**src/rtl/fsup_pkg.sv**
```systemverilog
package fsup_pkg;

    typedef enum logic [2:0] {
        ST_OFF     = 3'd0,
        ST_RUN     = 3'd1,
        ST_OVCLAMP = 3'd2,
        ST_OVOFF   = 3'd3,
        ST_HDIS    = 3'd4,
        ST_HWAIT   = 3'd5,
        ST_THERM   = 3'd6
    } fsup_state_e;

    typedef struct packed {
        logic pulse_term;
        logic force_lo;
        logic drv_tri;
        logic ss_dis;
    } drive_req_t;

    function automatic int safe_clog2(input int n);
        return (n > 1) ? $clog2(n) : 1;
    endfunction

    function automatic logic drivers_off(input fsup_state_e s);
        return (s == ST_OFF) || (s == ST_OVOFF) || (s == ST_HDIS) ||
               (s == ST_HWAIT) || (s == ST_THERM);
    endfunction

    function automatic logic discharging(input fsup_state_e s);
        return (s == ST_OFF) || (s == ST_HDIS) || (s == ST_THERM);
    endfunction

endpackage

```
**src/rtl/fsup_consec_cnt.sv**
```systemverilog
module fsup_consec_cnt #(
    parameter int LIMIT = 8
) (
    input  logic clk,
    input  logic rst,
    input  logic clr,
    input  logic stb,
    input  logic hit,
    input  logic hold,
    output logic reach
);
    import fsup_pkg::*;

    localparam int W = safe_clog2(LIMIT);
    localparam logic [W-1:0] LAST = W'(LIMIT - 1);

    logic [W-1:0] cnt;

    assign reach = stb & hit & ~hold & (cnt == LAST);

    always_ff @(posedge clk) begin
        if (rst || clr) begin
            cnt <= '0;
        end else if (stb) begin
            if (hold || !hit || reach) begin
                cnt <= '0;
            end else begin
                cnt <= cnt + 1'b1;
            end
        end
    end

endmodule

```
**src/rtl/fsup_fsm.sv**
```systemverilog
module fsup_fsm #(
    parameter int DUMMY_RUNS = 3,
    parameter int DIS_CYCLES = 2
) (
    input  logic                  clk,
    input  logic                  rst,
    input  logic                  en,
    input  logic                  therm,
    input  logic                  stb,
    input  logic                  ss_done,
    input  logic                  ov,
    input  logic                  oc_reach,
    input  logic                  uv_reach,
    input  logic                  ov_reach,
    output fsup_pkg::fsup_state_e st
);
    import fsup_pkg::*;

    localparam int DW = safe_clog2(DIS_CYCLES);
    localparam int UW = safe_clog2(DUMMY_RUNS + 1);
    localparam logic [DW-1:0] DIS_LAST  = DW'(DIS_CYCLES - 1);
    localparam logic [UW-1:0] DUMMY_ALL = UW'(DUMMY_RUNS);

    fsup_state_e     nxt;
    logic [DW-1:0]   dis_cnt;
    logic [UW-1:0]   dummy;

    always_comb begin
        nxt = st;
        unique case (st)
            ST_OFF:     if (stb) nxt = ST_HDIS;
            ST_HDIS:    if (stb && dis_cnt == DIS_LAST)
                            nxt = (dummy == DUMMY_ALL) ? ST_RUN : ST_HWAIT;
            ST_HWAIT:   if (stb && ss_done) nxt = ST_HDIS;
            ST_RUN:     if (stb) begin
                            if (ov) nxt = ST_OVCLAMP;
                            else if (oc_reach || uv_reach) nxt = ST_HDIS;
                        end
            ST_OVCLAMP: if (stb) begin
                            if (!ov) nxt = ST_RUN;
                            else if (ov_reach) nxt = ST_OVOFF;
                        end
            ST_OVOFF:   if (uv_reach) nxt = ST_HDIS;
            ST_THERM:   if (stb && !therm) nxt = ST_HDIS;
            default:    nxt = ST_OFF;
        endcase
        if (therm) nxt = ST_THERM;
        if (!en)   nxt = ST_OFF;
    end

    always_ff @(posedge clk) begin
        if (rst) begin
            st <= ST_OFF;
        end else begin
            st <= nxt;
        end
    end

    always_ff @(posedge clk) begin
        if (rst) begin
            dis_cnt <= '0;
        end else if (st == ST_HDIS && nxt == ST_HDIS) begin
            if (stb) dis_cnt <= dis_cnt + 1'b1;
        end else begin
            dis_cnt <= '0;
        end
    end

    always_ff @(posedge clk) begin
        if (rst || !en) begin
            dummy <= DUMMY_ALL;
        end else if (nxt == ST_HDIS && st != ST_HDIS) begin
            if (st == ST_HWAIT) begin
                dummy <= dummy + 1'b1;
            end else if (st == ST_RUN || st == ST_OVOFF) begin
                dummy <= '0;
            end else begin
                dummy <= DUMMY_ALL;
            end
        end
    end

endmodule

```
**src/rtl/fsup_drive_decode.sv**
```systemverilog
module fsup_drive_decode (
    input  fsup_pkg::fsup_state_e st,
    input  logic                  oc,
    output fsup_pkg::drive_req_t  req
);
    import fsup_pkg::*;

    always_comb begin
        req.force_lo   = (st == ST_OVCLAMP);
        req.pulse_term = (st == ST_OVCLAMP) || ((st == ST_RUN) && oc);
        req.drv_tri    = drivers_off(st);
        req.ss_dis     = discharging(st);
    end

endmodule

```
**src/rtl/buck_fault_supervisor.sv**
```systemverilog
module buck_fault_supervisor #(
    parameter int OC_LIMIT   = 8,
    parameter int UV_LIMIT   = 8,
    parameter int OV_LIMIT   = 32,
    parameter int DUMMY_RUNS = 3,
    parameter int DIS_CYCLES = 2
) (
    input  logic       clk,
    input  logic       rst,
    input  logic       cyc_stb,
    input  logic       en,
    input  logic       ss_done,
    input  logic       oc_flag,
    input  logic       uv_flag,
    input  logic       ov_flag,
    input  logic       therm_flag,
    output logic       pulse_term,
    output logic       force_lo,
    output logic       drv_tristate,
    output logic       ss_discharge,
    output logic [2:0] state
);
    import fsup_pkg::*;

    fsup_state_e st;
    drive_req_t  req;
    logic        oc_reach, uv_reach, ov_reach;
    logic        abort;

    assign abort = !en || therm_flag;

    fsup_consec_cnt #(.LIMIT(OC_LIMIT)) u_oc_cnt (
        .clk   (clk),
        .rst   (rst),
        .clr   (abort || st != ST_RUN),
        .stb   (cyc_stb),
        .hit   (oc_flag),
        .hold  (!ss_done),
        .reach (oc_reach)
    );

    fsup_consec_cnt #(.LIMIT(UV_LIMIT)) u_uv_cnt (
        .clk   (clk),
        .rst   (rst),
        .clr   (abort || !(st == ST_RUN || st == ST_OVOFF)),
        .stb   (cyc_stb),
        .hit   (uv_flag),
        .hold  (st == ST_RUN && !ss_done),
        .reach (uv_reach)
    );

    fsup_consec_cnt #(.LIMIT(OV_LIMIT)) u_ov_cnt (
        .clk   (clk),
        .rst   (rst),
        .clr   (abort || !(st == ST_RUN || st == ST_OVCLAMP)),
        .stb   (cyc_stb),
        .hit   (ov_flag),
        .hold  (1'b0),
        .reach (ov_reach)
    );

    fsup_fsm #(
        .DUMMY_RUNS (DUMMY_RUNS),
        .DIS_CYCLES (DIS_CYCLES)
    ) u_fsm (
        .clk      (clk),
        .rst      (rst),
        .en       (en),
        .therm    (therm_flag),
        .stb      (cyc_stb),
        .ss_done  (ss_done),
        .ov       (ov_flag),
        .oc_reach (oc_reach && st == ST_RUN),
        .uv_reach (uv_reach && (st == ST_RUN || st == ST_OVOFF)),
        .ov_reach (ov_reach && st == ST_OVCLAMP),
        .st       (st)
    );

    fsup_drive_decode u_dec (
        .st  (st),
        .oc  (oc_flag),
        .req (req)
    );

    assign pulse_term   = req.pulse_term;
    assign force_lo     = req.force_lo;
    assign drv_tristate = req.drv_tri;
    assign ss_discharge = req.ss_dis;
    assign state        = st;

endmodule

```
**config.mk**
```make
export PLATFORM = sky130hd
export DESIGN_NAME = buck_fault_supervisor
export DESIGN_NICKNAME = d
export VERILOG_FILES = /design/src/rtl/fsup_pkg.sv /design/src/rtl/fsup_consec_cnt.sv /design/src/rtl/fsup_fsm.sv /design/src/rtl/fsup_drive_decode.sv /design/src/rtl/buck_fault_supervisor.sv
export SDC_FILE = /design/constraint.sdc
export NUM_CORES = 1
export LEC_CHECK = 0
export BUFFER_PORTS_ARGS = -buffer_cell sky130_fd_sc_hd__buf_2
export CAP_MARGIN = 0
export CELL_PAD_IN_SITES_DETAIL_PLACEMENT = 2
export CELL_PAD_IN_SITES_GLOBAL_PLACEMENT = 2
export CORE_MARGIN = 3
export CORE_UTILIZATION = 30
export CTS_CLUSTER_DIAMETER = 60
export CTS_CLUSTER_SIZE = 20
export DETAILED_ROUTE_END_ITERATION = 6
export PLACE_DENSITY_LB_ADDON = 0.1
export SLEW_MARGIN = 15
export SYNTH_ARGS = -nofsm -noshare
export SYNTH_HDL_FRONTEND = slang
export SYNTH_SLANG_ARGS = --single-unit
```
**constraint.sdc**
```tcl
create_clock -name clk -period 1.68 [get_ports clk]
set_input_delay 0.252 -clock clk [delete_from_list [all_inputs] [get_ports clk]]
set_output_delay 0.252 -clock clk [all_outputs]
set_load 0.05 [all_outputs]
```
==> summary.md <==
| Metric | Value |
|---|---|
| Outcome | `finished with violations` |
| Failing checks | `setup timing` |
| Largest net degree at the start of global routing | `13` |
| PwrDens | `510 nW/um^2` |
| Post-synthesis xor/xnor area fraction | `4.29%` |
| FMAX | `510 MHz` |
| Synth Area in Simple Gates | `25.7%` |
| Fin area | `1720 sq um` |
| Setup CP Type | `flip-flop to flip-flop` |
| Clock buffer count from CTS | `3` |
| Synthesized-area fraction occupied by adder cells | `8.58%` |
| Compound-cell area share of the yosys netlist | `17.9%` |
| Count of different cell masters after synthesis | `35` |
| Antenna violations before repair | `1` |
| Detailed-route DRC error count | `0` |
| 1st-iter DRT viols | `45` |
| GRT Util Overall | `25.3%` |
| Die width | `64.3 um` |
| Worst r2r dst | `u_fsm.dummy[1]` |
| Crit-path max FO | `3` |
| Initial Utilization | `32.4%` |
| Slew @ Worst Pin | `0.531 ns` |
| Largest family of logic cells by synthesized area | `simple AND/OR/NAND/NOR gates` |
| Clock Latency Late Sink | `0.32 ns` |
| Arrival @ worst endpoint | `2.21 ns` |
| Reg2reg path depth | `8` |
| DP Area | `1410 sq um` |
| Leakage | `0.642 nW` |
| Relative slew slack | `64.4%` |
| Avg WL per Cell | `26.5 um` |
| CTS Buffer Depth | `2` |
| Crit. End Element | `flip-flop` |
| Mean Syn Cell Area | `8.73 sq um` |
| Mux cell area share after synthesis | `5.88%` |
| Placed insts | `193` |
| Final setup fails | `9` |
| Hold crit path type | `primary input to flip-flop` |
| Rows | `20` |
| Fin crit period | `1.96 ns` |
| Clk slew on worst S/H paths | `0.12 ns` |
| Fillers | `336` |
| CTS tree | `yes` |
| I/O pin count | `16` |
| Largest area contributor in the netlist | `dfxtp_1` |
| Register area share after synthesis | `33.3%` |
| RSZ-0062 raised after global routing | `yes` |
| Synth-to-Final Area Change | `68.7%` |
| Die height | `64.3 um` |
| Die area | `4140 sq um` |
| Clock root cell | `clkbuf_4` |
| RePlAce Congestion | `0.806` |
| Port-buffer cells | `15` |
| Total vias in the final route | `1170` |
| Hold Path End | `u_fsm.st[1]` |
| Synth cell count leaders | `17 x dfxtp_1, 16 x nor2_1, 7 x ha_1` |
| Drt via density | `5.57` |
| Final Cycle Share | `117%` |
| Syn nets | `133` |
| First-pass GRT wire length | `7730 um` |
| Origin of the critical flop-to-flop path | `u_uv_cnt.cnt[0]` |
| Synth Register Bits | `17` |
| Max-Cap Viols | `0` |
| R2r setup slk | `-0.28 ns` |
| Pre-antenna DRT Iters | `4` |
| Gate Count Post-Synth | `117` |
| Global route overflow | `0` |
| Clock Sinks | `17` |
| Htree depth | `1` |
| Tot Pwr | `0.000879 W` |
| Maximum VDD drop | `372 uV` |
| Hold depth | `3` |
| Setup slack after layout | `-0.282 ns` |
| Synth Flop Type | `dfxtp_1` |
| Vias in the first global route | `1341` |
| Worst Path Required | `1.93 ns` |
| Slew Viols, Final | `0` |
| Layout Cells excl Fill | `210` |
| Final wirelength | `5570 um` |
| Fin Clk Skew | `0.00256 ns` |
| DPL Wire Length | `2690 um` |
| Yosys warns | `0` |
| Routed Antenna Nets | `0` |
| Nets | `182` |
| Ranking of synthesized cells by area | `dfxtp_1 33%, ha_1 8.6%, mux2i_1 5.9%` |
| Post-synthesis async set-or-reset flop share | `0%` |
| Yosys top cell area share | `33.3%` |
| HP Start | `therm_flag` |
| Crit start category | `flip-flop` |
| Fin. Hold Viols | `0` |
| Cell Area, Synth | `1020 sq um` |
| EDFF count, synth | `0` |
| Top-count cell post-synth | `dfxtp_1` |
| Core ar. | `3150 sq um` |
| Layout cells sized above 1 | `54.5%` |
## per-layer routing
layer	track usage, %	up-vias	routed length (um)
li1	-	523	-
met1	28.0	574	2320
met2	47.4	46	2730
met3	5.45	27	258
met4	7.65	0	259
met5	0	-	0
## logic make-up (layout without fill, tap and decap cells)
logic type	count (synthesis)	in the layout
AO/OA/AOI/OAI	26	26
XOR/XNOR	5	5
adder cells (fa/ha/maj)	7	7
buffers and inverters	9	57
flip-flops	17	17
multiplexers	6	6
other	0	1
AND/OR/NAND/NOR	47	47
## repair_timing
| item | 4_1_cts | 5_1_grt |
|---|---|---|
| hold buffers | 0 | 0 |
| resized for setup | 30 | 17 |
| buffers inserted | 12 | 11 |
| endpoints found under the setup margin | 12 | 17 |
| pin swaps | 11 | 12 |
## cell usage in the layout (no fill, tap or decap), types with 2 or more instances in the layout
master / count
a2111oi_4: 2
a21oi_2: 2
a21oi_4: 2
a22oi_1: 4
buf_2: 11
buf_4: 27
buf_6: 8
clkbuf_4: 3
dfxtp_1: 8
dfxtp_2: 6
dfxtp_4: 3
ha_4: 6
inv_1: 4
mux2i_1: 6
nand2_1: 4
nand2b_1: 4
nand4_1: 3
nor2_1: 13
nor2_2: 2
nor2b_1: 3
nor2b_4: 2
nor3_1: 3
o211ai_1: 3
o21ai_0: 3
o21bai_1: 2
xnor2_1: 3
xor2_1: 2
## state kept, by name (all words and copies together) (netlist names)
name and flops:
u_fsm.dis_cnt 1, u_oc_cnt.cnt 3, u_uv_cnt.cnt 3, u_fsm.st 3, u_fsm.dummy 2, u_ov_cnt.cnt 5
## power breakdown
group | switching (W) | internal, W
clock | 0.000170 | 0.0000912
combinational | 0.000125 | 0.0000836
sequential | 0.00000606 | 0.000403
## area by class of cell
cell class                 count  area (sq um)  area share, %
clock inverter                 1          7.51          0.436
timing repair buffer          48           383           22.2
antenna                        1          2.50          0.145
sequential                    17           359           20.8
inverter                       5          18.8           1.09
tap                           44          55.1           3.20
clock buffer                   3          22.5           1.31
multi-input combinational     91           875           50.8
## worst max path at each step
stage          slack, ns            start  depth (start not counted)             end
3_5_place_dp       -0.25  u_oc_cnt.cnt[1]                          7  u_fsm.dummy[1]
4_1_cts            -0.19  u_uv_cnt.cnt[0]                          8  u_fsm.dummy[1]
3_3_place_gp       -0.14  u_uv_cnt.cnt[1]                          7  u_fsm.dummy[0]
2_1_floorplan      -0.07  u_uv_cnt.cnt[1]                          7  u_fsm.dummy[0]
6_report           -0.28  u_uv_cnt.cnt[0]                          8  u_fsm.dummy[1]
5_1_grt            -0.36  u_oc_cnt.cnt[1]                          7  u_fsm.dummy[1]
## critical path, stage by stage (launching register included)
cell	delay, ns
dfxtp_2	0.38
ha_4	0.15
ha_4	0.17
nand3_4	0.09
buf_6	0.13
nand4_1	0.10
o211ai_1	0.19
nor4_4	0.40
mux2i_1	0.27
## per-stage QoR
step	TNS (ns)	util (%)	hold WS (ns)	worst slack, ns
floorplan	-0.132	-	0.373	-0.0658
global placement	-0.326	44.7	0.483	-0.138
detailed placement	-0.968	44.7	0.496	-0.247
CTS	-0.351	51.8	0.222	-0.185
global route	-1.85	54.6	0.236	-0.357
finish	-1.00	54.6	0.232	-0.282
(Power assumes the default switching activity.)
